### src/rtl/trt_pkg.sv
package trt_pkg;
  localparam int unsigned AW = 3;

  typedef enum logic [AW-1:0] {
    REG_CTRL   = 3'd0,
    REG_MODE   = 3'd1,
    REG_CNT_LO = 3'd2,
    REG_CNT_HI = 3'd3,
    REG_RLD_LO = 3'd4,
    REG_RLD_HI = 3'd5,
    REG_FLAGS  = 3'd6
  } reg_sel_e;

  // control register, bit5 down to bit0
  typedef struct packed {
    logic rx_baud;
    logic tx_baud;
    logic reload_mode;
    logic ext_en;
    logic count_pin;
    logic run;
  } ctrl_t;
endpackage

### src/rtl/trt_fall_det.sv
module trt_fall_det (
  input  logic clk,
  input  logic rst_n,
  input  logic tick,
  input  logic pin,
  output logic fall
);
  logic smp_q;

  always_ff @(posedge clk or negedge rst_n) begin
    if (!rst_n)    smp_q <= 1'b0;
    else if (tick) smp_q <= pin;
  end

  // previous tick saw high, this tick sees low
  assign fall = tick & smp_q & ~pin;
endmodule

### src/rtl/trt_ctrl_regs.sv
module trt_ctrl_regs
  import trt_pkg::*;
(
  input  logic          clk,
  input  logic          rst_n,
  input  logic          wr_en,
  input  logic [AW-1:0] wr_addr,
  input  logic [5:0]    cfg_data,
  output ctrl_t         ctrl,
  output logic          down_en,
  output logic          cnt_lo_wr,
  output logic          cnt_hi_wr,
  output logic          rld_lo_wr,
  output logic          rld_hi_wr,
  output logic          clr_ovf,
  output logic          clr_ext
);
  logic ctrl_wr, mode_wr, flag_wr;

  always_comb begin
    ctrl_wr = 1'b0; mode_wr = 1'b0; flag_wr = 1'b0;
    cnt_lo_wr = 1'b0; cnt_hi_wr = 1'b0; rld_lo_wr = 1'b0; rld_hi_wr = 1'b0;
    if (wr_en) begin
      case (reg_sel_e'(wr_addr))
        REG_CTRL:   ctrl_wr   = 1'b1;
        REG_MODE:   mode_wr   = 1'b1;
        REG_CNT_LO: cnt_lo_wr = 1'b1;
        REG_CNT_HI: cnt_hi_wr = 1'b1;
        REG_RLD_LO: rld_lo_wr = 1'b1;
        REG_RLD_HI: rld_hi_wr = 1'b1;
        REG_FLAGS:  flag_wr   = 1'b1;
        default: ;
      endcase
    end
  end

  assign clr_ovf = flag_wr & cfg_data[0];
  assign clr_ext = flag_wr & cfg_data[1];

  always_ff @(posedge clk or negedge rst_n) begin
    if (!rst_n) begin
      ctrl    <= '0;
      down_en <= 1'b0;
    end else begin
      if (ctrl_wr) ctrl    <= ctrl_t'(cfg_data);
      if (mode_wr) down_en <= cfg_data[0];
    end
  end
endmodule

### src/rtl/trt_core.sv
module trt_core #(
  parameter int W = 16
) (
  input  logic           clk,
  input  logic           rst_n,
  input  logic           inc,
  input  logic           trig_fall,
  input  logic           ext_en,
  input  logic           dir_up,
  input  logic           baud_mode,
  input  logic           reload_mode,
  input  logic           down_en,
  input  logic           run,
  input  logic           cnt_lo_wr,
  input  logic           cnt_hi_wr,
  input  logic           rld_lo_wr,
  input  logic           rld_hi_wr,
  input  logic           clr_ovf,
  input  logic           clr_ext,
  input  logic [W/2-1:0] wr_data,
  output logic [W-1:0]   count_q,
  output logic [W-1:0]   rld_q,
  output logic           ovf_flag,
  output logic           ext_flag,
  output logic           baud_strobe,
  output logic           dn_wrap,
  output logic           trig_reload
);
  localparam int HALF = W / 2;
  localparam logic [W-1:0] TOP = '1;
  localparam logic [W-1:0] ONE = {{(W-1){1'b0}}, 1'b1};

  function automatic logic [W-1:0] put_half(input logic [W-1:0] v, input logic hi,
                                            input logic [HALF-1:0] d);
    logic [W-1:0] r;
    r = v;
    if (hi) r[W-1:HALF] = d;
    else    r[HALF-1:0] = d;
    return r;
  endfunction

  function automatic logic [W-1:0] step_cnt(input logic [W-1:0] v, input logic down);
    return down ? v - ONE : v + ONE;
  endfunction

  logic go_down, up_wrap, trig_act, trig_capture, ovf_set;
  logic [W-1:0] cnt_nxt, rld_nxt;

  assign go_down      = reload_mode & ~baud_mode & ~dir_up;
  assign up_wrap      = inc & ~go_down & (count_q == TOP);
  assign dn_wrap      = inc & go_down & (count_q == rld_q);
  assign trig_act     = trig_fall & ext_en;
  assign trig_reload  = trig_act & run & reload_mode & ~baud_mode & ~down_en;
  assign trig_capture = trig_act & ~reload_mode & ~baud_mode;
  assign ovf_set      = (up_wrap | dn_wrap) & ~baud_mode;

  always_comb begin
    cnt_nxt = count_q;
    if (trig_reload)  cnt_nxt = rld_q;
    else if (up_wrap) cnt_nxt = (reload_mode | baud_mode) ? rld_q : '0;
    else if (dn_wrap) cnt_nxt = TOP;
    else if (inc)     cnt_nxt = step_cnt(count_q, go_down);
    if (cnt_lo_wr) cnt_nxt = put_half(cnt_nxt, 1'b0, wr_data);
    if (cnt_hi_wr) cnt_nxt = put_half(cnt_nxt, 1'b1, wr_data);

    rld_nxt = trig_capture ? count_q : rld_q;
    if (rld_lo_wr) rld_nxt = put_half(rld_nxt, 1'b0, wr_data);
    if (rld_hi_wr) rld_nxt = put_half(rld_nxt, 1'b1, wr_data);
  end

  always_ff @(posedge clk or negedge rst_n) begin
    if (!rst_n) begin
      count_q     <= '0;
      rld_q       <= '0;
      ovf_flag    <= 1'b0;
      ext_flag    <= 1'b0;
      baud_strobe <= 1'b0;
    end else begin
      count_q     <= cnt_nxt;
      rld_q       <= rld_nxt;
      ovf_flag    <= ovf_set  | (ovf_flag & ~clr_ovf);
      ext_flag    <= trig_act | (ext_flag & ~clr_ext);
      baud_strobe <= up_wrap & baud_mode;
    end
  end
endmodule

### src/rtl/trig_timer16.sv
module trig_timer16
  import trt_pkg::*;
#(
  parameter int W = 16
) (
  input  logic          clk,
  input  logic          rst_n,
  input  logic          mc_tick,
  input  logic          st_tick,
  input  logic          cnt_pin,
  input  logic          trg_pin,
  input  logic          wr_en,
  input  logic [AW-1:0] wr_addr,
  input  logic [W/2-1:0] wr_data,
  output logic [W-1:0]  count_q,
  output logic [W-1:0]  rld_q,
  output logic          ovf_flag,
  output logic          ext_flag,
  output logic          baud_strobe
);
  ctrl_t ctrl;
  logic down_en, cnt_lo_wr, cnt_hi_wr, rld_lo_wr, rld_hi_wr, clr_ovf, clr_ext;
  logic cnt_fall, trig_fall;
  logic run, ext_en, reload_mode, baud_mode, dir_up, tick_src, inc;
  logic cnt_wr, rld_wr, dn_wrap, trig_reload;

  trt_ctrl_regs u_regs (
    .clk(clk), .rst_n(rst_n), .wr_en(wr_en), .wr_addr(wr_addr),
    .cfg_data(wr_data[5:0]), .ctrl(ctrl), .down_en(down_en),
    .cnt_lo_wr(cnt_lo_wr), .cnt_hi_wr(cnt_hi_wr),
    .rld_lo_wr(rld_lo_wr), .rld_hi_wr(rld_hi_wr),
    .clr_ovf(clr_ovf), .clr_ext(clr_ext)
  );

  trt_fall_det u_cnt_det (.clk(clk), .rst_n(rst_n), .tick(mc_tick), .pin(cnt_pin), .fall(cnt_fall));
  trt_fall_det u_trg_det (.clk(clk), .rst_n(rst_n), .tick(mc_tick), .pin(trg_pin), .fall(trig_fall));

  assign run         = ctrl.run;
  assign ext_en      = ctrl.ext_en;
  assign reload_mode = ctrl.reload_mode;
  assign baud_mode   = ctrl.tx_baud | ctrl.rx_baud;
  assign dir_up      = ~down_en | trg_pin;
  assign tick_src    = baud_mode ? st_tick : mc_tick;
  assign inc         = run & (ctrl.count_pin ? cnt_fall : tick_src);
  assign cnt_wr      = cnt_lo_wr | cnt_hi_wr;
  assign rld_wr      = rld_lo_wr | rld_hi_wr;

  trt_core #(.W(W)) u_core (
    .clk(clk), .rst_n(rst_n), .inc(inc), .trig_fall(trig_fall), .ext_en(ext_en),
    .dir_up(dir_up), .baud_mode(baud_mode), .reload_mode(reload_mode),
    .down_en(down_en), .run(run),
    .cnt_lo_wr(cnt_lo_wr), .cnt_hi_wr(cnt_hi_wr),
    .rld_lo_wr(rld_lo_wr), .rld_hi_wr(rld_hi_wr),
    .clr_ovf(clr_ovf), .clr_ext(clr_ext), .wr_data(wr_data),
    .count_q(count_q), .rld_q(rld_q), .ovf_flag(ovf_flag), .ext_flag(ext_flag),
    .baud_strobe(baud_strobe), .dn_wrap(dn_wrap), .trig_reload(trig_reload)
  );
endmodule

### config.mk
export PLATFORM = sky130hd
export DESIGN_NAME = trig_timer16
export DESIGN_NICKNAME = d
export VERILOG_FILES = /design/src/rtl/trt_pkg.sv /design/src/rtl/trt_fall_det.sv /design/src/rtl/trt_ctrl_regs.sv /design/src/rtl/trt_core.sv /design/src/rtl/trig_timer16.sv
export SDC_FILE = /design/constraint.sdc
export NUM_CORES = 1
export LEC_CHECK = 0
export ABC_AREA = 1
export BUFFER_PORTS_ARGS = -buffer_cell sky130_fd_sc_hd__clkbuf_2
export CAP_MARGIN = 30
export CORE_ASPECT_RATIO = 0.6
export CORE_MARGIN = 4
export CORE_UTILIZATION = 45
export DETAILED_ROUTE_END_ITERATION = 10
export PLACE_DENSITY = 0.65
export SYNTH_ARGS = -nofsm -noshare
export SYNTH_HDL_FRONTEND = slang
export SYNTH_SLANG_ARGS = --single-unit
export TNS_END_PERCENT = 50
### constraint.sdc
create_clock -name clk -period 2.2 [get_ports clk]
set_input_delay 0.22 -clock clk [delete_from_list [all_inputs] [get_ports clk]]
set_output_delay 0.22 -clock clk [all_outputs]
set_load 0.01 [all_outputs]
==> out/qor.txt <==
STATUS
-----------------------------------------------------------------------------------------------
Run status                                                                         complete, but fails checks
Failing checks                                                                     negative setup slack

STA
-----------------------------------------------------------------------------------------------
Final worst-path cycle share                                                               101%
Final count of pins violating max slew                                                        0
Period minus WS final                                                                   2.21 ns
Number of endpoints with negative hold slack in the final report                              0
Setup ws final                                                                       -0.0122 ns
Layout Skew                                                                          0.00666 ns
Least-Margin Pin Slew                                                                  0.699 ns
Final Setup Violations                                                                        1
RSZ-0062 raised after global routing                                                        yes
Highest clock rate                                                                    0.452 GHz
Relative slew slack                                                                       53.4%

SYNTH
-----------------------------------------------------------------------------------------------
Number of unique standard cell types used by synthesis                                       35
Post-synthesis cell count                                                                   580
Average instance area after synthesis                                                  6.37 um2
Most frequently used flop master after synthesis                                        dfrtp_1
Nets in the synthesized netlist                                                             599
Post-synthesis async set-or-reset flop share                                               100%
Main area contributors after synthesis                                             dfrtp_1, nand2_1, inv_1
Combined area of all synthesized cells                                              0.00370 mm2
Area leader, netlist                                                                    dfrtp_1
Top-area cell type share of the netlist area                                              29.8%
Synth cell count leaders                                                           nand2_1, inv_1, o21ai_0, dfrtp_1, nor2_1
Sequential area share after synthesis                                                     29.8%
Number of flip-flops and latches in the synthesized netlist                                  44
Cell with the most instances after synthesis                                            nand2_1
YS warnings                                                                                   0
Number of flops mapped to enable cells by yosys                                               0

FINISH
-----------------------------------------------------------------------------------------------
Final Instance Area                                                                 0.00491 mm2
Post-Layout Cell Count                                                                      779
Net count of the finished layout                                                            690
Area taken by multi-input logic gates                                               0.00248 mm2
Share of cells above drive strength 1                                                     29.4%
Fillcell total                                                                              746
# diodes                                                                                      0
Layout Area Growth over Synthesis                                                         32.9%
Area used by sequential logic in the layout                                         0.00110 mm2
Utilization of the core after routing                                                     61.8%

GLOBAL ROUTING
-----------------------------------------------------------------------------------------------
Highest-utilization routing layer at the global route stage                                met1
Overall overflow remaining after global route                                                 0
Met1 routing resource usage after global routing                                          46.6%
Met3 track demand over resource                                                           9.99%
Initial antenna violation count                                                               0
Met2 GRT Util                                                                             37.2%
Pin count of the biggest net entering global routing                                         28
Vias in the first global route                                                             3941
Global routing usage summed across all routing layers                                     29.3%
Global-route wire length before repair                                                 22100 um

CLOCK TREE
-----------------------------------------------------------------------------------------------
TritonCTS Buffers                                                                             5
CTS root buffer                                                                       clkbuf_16
Clock tree from TritonCTS                                                                   yes
Clock sink count                                                                             44
CTS H-tree lvls                                                                               2
Number of buffers on the longest clock path                                                   2
Clock latency on the worst-skew pair                                                    0.29 ns
Clock input transition at the sequential cells of the worst setup and hold paths        0.07 ns

JOB
-----------------------------------------------------------------------------------------------
Max Cap Violations                                                                            0

POWER AND IR DROP
-----------------------------------------------------------------------------------------------
Pleak                                                                                   2.59 nW
Final Total Pwr                                                                       0.00591 W
Total power density per cell area                                                   1200 mW/mm2
IR Drop Worst-Case VDD                                                               0.000523 V

CRITICAL PATH
-----------------------------------------------------------------------------------------------
Kind of end point of the critical path                                                     flop
Maximum fanout encountered on the critical timing path                                        4
Flop-to-flop setup slack                                                               -0.01 ns
Arrival time at the worst endpoint                                                      2.39 ns
Critical path startpoint category                                                          flop
Required time of the critical path                                                      2.37 ns
Crit Path Category                                                                      reg2reg

PLACE
-----------------------------------------------------------------------------------------------
Final Wtd Congestion                                                                      0.956
Total cell area at the placement stage                                              0.00428 mm2
I/O Buffers                                                                                  52
Number of cells after detailed placement                                                    760
Post-DP HPWL                                                                           11100 um

DIE
-----------------------------------------------------------------------------------------------
Number of placement rows                                                                     25
Area of the die                                                                     0.00978 mm2
Chip Height                                                                             78.2 um
Initial core utilization                                                                  46.5%
Number of top-level pins                                                                     53
Die Span X                                                                               125 um
Core Region                                                                         0.00795 mm2

DETAILED ROUTING
-----------------------------------------------------------------------------------------------
Per-cell routed wire length                                                             19.2 um
Remaining routing DRC violations                                                              0
Via count normalized by instance count                                                     5.74
Initial DRC count                                                                           551
Via count                                                                                  4472
Count of antenna-violating nets left after detailed routing                                   0
Total wirelength of the detailed-routed design                                         14900 um
First drt pass iteration count                                                                5

WORST HOLD PATH
-----------------------------------------------------------------------------------------------
HP Class                                                                                 in2reg

layer usage:
| layer | up-vias | routed length, um |
|---|---|---|
| li1 | 2079 | - |
| met1 | 2107 | 7010 |
| met2 | 272 | 5830 |
| met3 | 14 | 1950 |
| met4 | 0 | 133 |
| met5 | - | 0 |
critical path: stages, from the launching register on:
cell,delay (ns)
dfrtp_1,0.47
inv_1,0.26
nand2_4,0.09
nand2_2,0.08
inv_2,0.05
ha_4,0.14
inv_1,0.06
nand2_2,0.06
nand2_1,0.09
nand3_2,0.12
nand2_1,0.11
nand2_1,0.06
nand2_1,0.07
nand3_1,0.16
a21oi_1,0.19
o21bai_1,0.08
state kept, by name, indices dropped and copies added, names as in the netlist:
| name | count |
|---|---|
| u_trg_det.smp_q | 1 |
| u_cnt_det.smp_q | 1 |
| u_regs.ctrl | 6 |
| u_core.count_q | 16 |
| u_core.ovf_flag | 1 |
| u_core.rld_q | 16 |
| u_core.baud_strobe | 1 |
| u_regs.down_en | 1 |
| u_core.ext_flag | 1 |
logic make-up (layout without fill, tap and decap cells):
family / Yosys count / in the layout / synth area share (%)
AOI/OAI and AO/OA: 119 / 119 / 19.3
and+or+nand+nor: 289 / 289 / 34.0
xor gates and xnor gates: 18 / 18 / 4.26
muxes: 1 / 1 / 0.305
DFF: 44 / 44 / 29.8
buffers and inverters: 108 / 199 / 12.0
adders and majority gates: 1 / 1 / 0.338
area by class of cell:
class                           instances  share of cell area [%]
Clock buffer                            5                    2.55
Clock inverter                          2                   0.255
Inverter                               92                    7.33
Multi-Input combinational cell        428                    50.5
Sequential cell                        44                    22.4
Tap cell                              108                    2.75
Timing Repair Buffer                  100                    14.2
where the power goes:
group / switching, W / total, W / internal [W]
Clock: 0.000340 / 0.000753 / 0.000413
Combinational: 0.00227 / 0.00357 / 0.00130
Sequential: 0.000478 / 0.00159 / 0.00111
cells in the final DEF (no fill, tap or decap), drive strengths merged, types with 17 or more instances in the layout:
| cell type | count |
|---|---|
| nand3 | 30 |
| clkbuf | 59 |
| inv | 89 |
| nand2 | 187 |
| xor2 | 17 |
| dfrtp | 44 |
| nor2 | 45 |
| o21ai | 58 |
| a21oi | 21 |
| o211ai | 21 |
| nand4 | 19 |
| buf | 45 |
through the flow:
step	hold slack, ns	TNS (ns)	worst slack [ns]
6_report	0.194	-0.0122	-0.0122
5_1_grt	0.208	-0.699	-0.149
4_1_cts	0.193	0	0.0652
3_5_place_dp	0.296	-0.00798	-0.00798
3_3_place_gp	0.288	0	0.0108
2_1_floorplan	-0.0756	0	0.176
what timing repair did:
| item | CTS | global route |
|---|---|---|
| pin swaps | 1 | 38 |
| cloned | 0 | 2 |
| hold buffers | 1 | 0 |
| gates resized for setup | 0 | 89 |
| setup buffers | 1 | 8 |
| endpoints found under the setup margin | 1 | 15 |
| endpoints found under the hold margin | 25 | 0 |
path summary, 6_finish.rpt:
path	start	end	depth (start not counted)
setup reg to reg	u_core.count_q[1]	u_core.count_q[8]	15
min in group asynchronous	rst_n	u_core.rld_q[14]	2
max in group asynchronous	rst_n	u_core.count_q[7]	3
hold / removal	cnt_pin	u_cnt_det.smp_q	3
setup / recovery	u_core.count_q[1]	u_core.count_q[8]	15
hold reg to reg	u_regs.ctrl[2]	u_regs.ctrl[2]	2
No activity file was read; power rests on OpenSTA's default activity.
